`config.mk`:
```
export PLATFORM = sky130hd
export DESIGN_NAME = alu_cc_unit
export DESIGN_NICKNAME = d
export VERILOG_FILES = /design/src/rtl/alu_cc_pkg.sv /design/src/rtl/alu_ctrl.sv /design/src/rtl/alu_datapath.sv /design/src/rtl/alu_cc_unit.sv
export SDC_FILE = /design/constraint.sdc
export NUM_CORES = 1
export LEC_CHECK = 0
export BUFFER_PORTS_ARGS = -buffer_cell sky130_fd_sc_hd__buf_2
export CAP_MARGIN = 20
export CORE_UTILIZATION = 55
export CTS_CLUSTER_SIZE = 8
export DETAILED_ROUTE_END_ITERATION = 12
export PLACE_DENSITY = 0.94
export SLEW_MARGIN = 20
export SYNTH_ARGS = -nofsm -noshare
export SYNTH_HDL_FRONTEND = slang
export SYNTH_SLANG_ARGS = --single-unit
```
`constraint.sdc`:
```
create_clock -name clk -period 7 [get_ports clk]
set_input_delay 1.05 -clock clk [delete_from_list [all_inputs] [get_ports clk]]
set_output_delay 1.05 -clock clk [all_outputs]
set_load 0.05 [all_outputs]
```
`src/rtl/alu_cc_pkg.sv`:
```
package alu_cc_pkg;
  typedef enum logic [2:0] {OP_ADD, OP_SUB, OP_AND, OP_XOR, OP_ZERO} aluOpE;

  typedef struct packed {
    aluOpE op;
    logic  loadFlags;
  } ctrlStrobesT;

  typedef struct packed {
    logic zf;
    logic sf;
    logic of;
  } ccFlagsT;

  localparam ccFlagsT CC_RESET = '{zf: 1'b1, sf: 1'b0, of: 1'b0};
endpackage

```
`src/rtl/alu_ctrl.sv`:
```
module alu_ctrl
  import alu_cc_pkg::*;
(
  input  logic [3:0]  funcCode,
  input  logic        setCc,
  output ctrlStrobesT strobes
);
  always_comb begin
    strobes.loadFlags = setCc;
    case (funcCode)
      4'd0:    strobes.op = OP_ADD;
      4'd1:    strobes.op = OP_SUB;
      4'd2:    strobes.op = OP_AND;
      4'd3:    strobes.op = OP_XOR;
      default: strobes.op = OP_ZERO;
    endcase
  end
endmodule

```
`src/rtl/alu_datapath.sv`:
```
module alu_datapath
  import alu_cc_pkg::*;
#(
  parameter int WIDTH = 64
) (
  input  logic             clk,
  input  logic             rstN,
  input  ctrlStrobesT      strobes,
  input  logic [WIDTH-1:0] opA,
  input  logic [WIDTH-1:0] opB,
  output logic [WIDTH-1:0] result,
  output ccFlagsT          flags
);
  localparam int MSB = WIDTH - 1;

  logic             isSub;
  logic [WIDTH-1:0] aEff;
  logic [WIDTH-1:0] sum;
  logic             ovfArith;
  logic             ovfSel;
  ccFlagsT          flagsNext;

  // Shared adder: subtract is opB + ~opA + 1.
  always_comb begin
    isSub    = (strobes.op == OP_SUB);
    aEff     = isSub ? ~opA : opA;
    sum      = opB + aEff + WIDTH'(isSub);
    ovfArith = (aEff[MSB] == opB[MSB]) && (sum[MSB] != opB[MSB]);
  end

  always_comb begin
    case (strobes.op)
      OP_ADD, OP_SUB: begin result = sum;         ovfSel = ovfArith; end
      OP_AND:         begin result = opA & opB;   ovfSel = 1'b0;     end
      OP_XOR:         begin result = opA ^ opB;   ovfSel = 1'b0;     end
      default:        begin result = '0;          ovfSel = 1'b0;     end
    endcase
    flagsNext.zf = ~|result;
    flagsNext.sf = result[MSB];
    flagsNext.of = ovfSel;
  end

  always_ff @(posedge clk or negedge rstN) begin
    if (!rstN)                  flags <= CC_RESET;
    else if (strobes.loadFlags) flags <= flagsNext;
  end
endmodule

```
`src/rtl/alu_cc_unit.sv`:
```
module alu_cc_unit
  import alu_cc_pkg::*;
#(
  parameter int WIDTH = 64
) (
  input  logic             clk,
  input  logic             rstN,
  input  logic [3:0]       funcCode,
  input  logic [WIDTH-1:0] opA,
  input  logic [WIDTH-1:0] opB,
  input  logic             setCc,
  output logic [WIDTH-1:0] result,
  output logic             zeroFlag,
  output logic             signFlag,
  output logic             ovfFlag
);
  ctrlStrobesT strobes;
  ccFlagsT     flags;

  alu_ctrl u_ctrl (
    .funcCode (funcCode),
    .setCc    (setCc),
    .strobes  (strobes)
  );

  alu_datapath #(.WIDTH(WIDTH)) u_dp (
    .clk     (clk),
    .rstN    (rstN),
    .strobes (strobes),
    .opA     (opA),
    .opB     (opB),
    .result  (result),
    .flags   (flags)
  );

  assign zeroFlag = flags.zf;
  assign signFlag = flags.sf;
  assign ovfFlag  = flags.of;
endmodule

```
==> impl_metrics.yaml <==
run_status:
  status: "finished, final reports clean"
final_layout:
  syn_to_final_growth_pct: 16.7
  nets: 1503
  largest_registers: "u_dp.flags (3)"
  largest_register_ffs: 3
  multi_input_area_mm2: 0.00725
  drive_above_1_share_pct: 22.1
  fin_area_mm2: 0.00890
  regArea_um2: 76.3
  fill_cells: 1217
  antenna-diode-count: 0
  layout.cells.non_filler: 1401
  regMostFlops: "u_dp.flags"
global_route:
  met2_usage_pct: 62.0
  grt.overflow.total: 0
  gr-max-usage-layer: "met2"
  grtUsageTotal_pct: 38.6
  grt_pass1_vias: 8696
  use_met3_pct: 5.04
  grt_max_degree: 49
  grt_pass1_wl_mm: 44.4
  gr-usage-met1_pct: 51.5
  antenna_found_initial: 0
sta:
  drv_slew: 0
  worstMarginPinSlew_ns: 0.627
  rsz0062_at_grt: "false"
  relSlewSlack_pct: 58.2
  period_needed_ns: 6.78
  setup-tns-final_ns: 0
  whs_ns: 0.498
  max_clock_freq_mhz: 147
  finalSetupViolCount: 0
  hold_viol: 0
  period_share_pct: 96.9
  skew_ns: 0
route:
  vias: 9247
  drt_iter0_markers: 1149
  drtAntennaViolNets: 0
  vias_per_cell: 6.60
  first_pass_iters: 7
  drc: 0
  detail_route.wl_per_cell_um: 20.5
  wl_mm: 28.7
yosys:
  muxShareOfSynthArea_pct: 9.59
  yosys_register_bits: 3
  synth_top_area_share_pct: 23.1
  synth_area_leaders: "ha_1 23%, xnor2_1 10%, mux2i_1 7.2%"
  synth-xor-area-share_pct: 12.9
  synthCells: 1058
  synth_nets: 1335
  yosys.area_share.simple_pct: 21.3
  avgSynthCellArea_um2: 7.20
  synthArstFlopShare_pct: 100
  synth_warnings: 0
  synth.yosys.seq_area_share_pct: 1.00
  synthesis.area_mm2: 0.00762
  synth-main-ff-cell: "dfrtp_1"
  synth_top_family_by_area: "compound AO/OA/AOI/OAI gates"
  synth_cell_type_count: 76
  synth-edff-count: 0
  synth_fa_ha_area_share_pct: 23.4
  synth_compound_area_share_pct: 27.6
  yosysTopAreaCell: "ha_1"
clock_network:
  clock_sinks: 3
  post_cts_buffers: 0
  cts_buffer_depth: 2
  cts_tree: "built"
  root_buffer: "clkbuf_16"
  cts_inserted_buffers: 3
  clkLatencyLatePin_ns: 0.23
  clk_pin_slew_ns: 0.03
  ctsHtreeMaxLevel: 1
critical_path:
  end_kind: "output port"
  required_ns: 5.95
  worstPathArrival_ns: 5.73
  worstSetupStartpointType: "input pin"
  crit_type: "in -> out"
  rrSetupSlack_ns: 6.25
  cp_max_fo: 16
placed_design:
  placed_area_mm2: 0.00881
  io_buffers: 201
  dp.cells: 1396
  hpwl_mm: 23.2
  gp_congestion: 1.03
power:
  power.density_mw_per_mm2: 123
  ir_drop_mv: 0.155
  cellLeakagePower_nw: 4.27
  p_total_mw: 1.09
floorplanning:
  coreArea_mm2: 0.0134
  num_io_pins: 202
  fp.dieW_um: 120
  die_h_um: 120
  dieArea_mm2: 0.0143
  rows: 42
  start_util_pct: 56.9
run:
  timing.max_cap.violations: 0
worst_hold_path:
  hp-class: "reg -> reg"
==> placed cells by master (no fill, tap or decap), types with 19 or more instances in the layout <==
| cell | count |
|---|---|
| nor3_1 | 25 |
| ha_1 | 141 |
| nand4_1 | 37 |
| xor2_1 | 24 |
| a21oi_1 | 92 |
| buf_2 | 200 |
| o21ai_0 | 66 |
| nand3_1 | 19 |
| nor2_1 | 68 |
| xnor2_1 | 88 |
| mux2i_1 | 55 |
| a21o_1 | 26 |
| o22ai_1 | 29 |
| nand2_1 | 98 |
| buf_4 | 28 |
==> final cells by class <==
cell class	count	share of cell area (%)
multi-input combinational	973	81.5
timing repair buffer	228	13.6
inverter	17	0.717
clock buffer	4	0.886
tap	176	2.47
sequential	3	0.858
==> worst paths after layout <==
| kind | from | endpoint | depth (start not counted) |
|---|---|---|---|
| worst max register to register | u_dp.flags[1]$_DFFE_PN0P_ | u_dp.flags[1]$_DFFE_PN0P_ | 1 |
| max in group asynchronous | rstN | u_dp.flags[2]$_DFFE_PN1P_ | 1 |
| worst min-delay path | u_dp.flags[2]$_DFFE_PN1P_ | u_dp.flags[2]$_DFFE_PN1P_ | 2 |
| worst max-delay path | funcCode[3] | result[60] | 17 |
| min in group asynchronous | rstN | u_dp.flags[0]$_DFFE_PN0P_ | 1 |
| worst min register to register | u_dp.flags[2]$_DFFE_PN1P_ | u_dp.flags[2]$_DFFE_PN1P_ | 2 |
==> cells by family after synthesis <==
| group | after synthesis |
|---|---|
| adder cells (fa/ha/maj) | 142 |
| AND/OR/NAND/NOR | 324 |
| AO/OA/AOI/OAI | 323 |
| XOR/XNOR | 112 |
| flip-flops | 3 |
| buffers and inverters | 83 |
| multiplexers | 71 |
==> Yosys cell counts, types with 5 or more instances <==
cell type  instances
nor2_1            68
mux2i_1           55
or2_2              5
nor2b_1            5
o22ai_1           29
clkbuf_1          53
ha_1             141
o31ai_1            7
a21oi_1           92
nand3_1           19
nand4_1           37
o21ai_0           66
xnor2_1           88
a211oi_1          12
a31oi_1            8
inv_1             17
mux2_2            15
o21a_1            14
nand2b_1          10
a21boi_0           6
xor2_1            24
and3_1             8
nor3_1            26
o211ai_1           7
a21o_1            26
nand2_1           99
buf_1              7
o21bai_1           9
or3_1              5
nor4_1            13
==> per-stage QoR <==
step                      worst slack, ns  util (%)
after floorplan                    0.0960         -
after global placement              0.263      65.7
after detailed placement            0.221      65.7
after CTS                           0.208      66.3
after global routing               0.0279      66.4
final                               0.216      66.4
==> critical path, stage by stage <==
cell,delay (ns)
buf_2,0.15
or4b_4,0.74
xnor2_1,0.29
ha_1,0.34
and4_1,0.21
and3_1,0.18
a22o_1,0.23
or4b_1,0.60
nand4_1,0.13
nand3b_1,0.13
a221oi_1,0.48
o21ai_1,0.29
a21oi_1,0.22
xnor2_1,0.14
nor2_1,0.07
a211oi_2,0.19
buf_2,0.29
==> power by group <==
part / internal [mW] / leakage, nW / switching, mW / total [mW]
clock network: 0.0755 / 0.0382 / 0.0189 / 0.0943
logic: 0.352 / 4.20 / 0.628 / 0.980
registers: 0.0182 / 0.0377 / 0.000427 / 0.0187
==> metal layers <==
layer / part of all wire (%) / vias up
met4: 4.1 / 0
li1: - / 4326
met3: 11 / 90
met1: 42 / 4260
met5: 0 / -
met2: 44 / 571
==> repair_timing <==
item	in CTS	in global routing
hold buffers	0	0
setup endpoints to repair	0	2
resized for setup	0	1
Note: power is estimated with default switching activity, not from simulation.
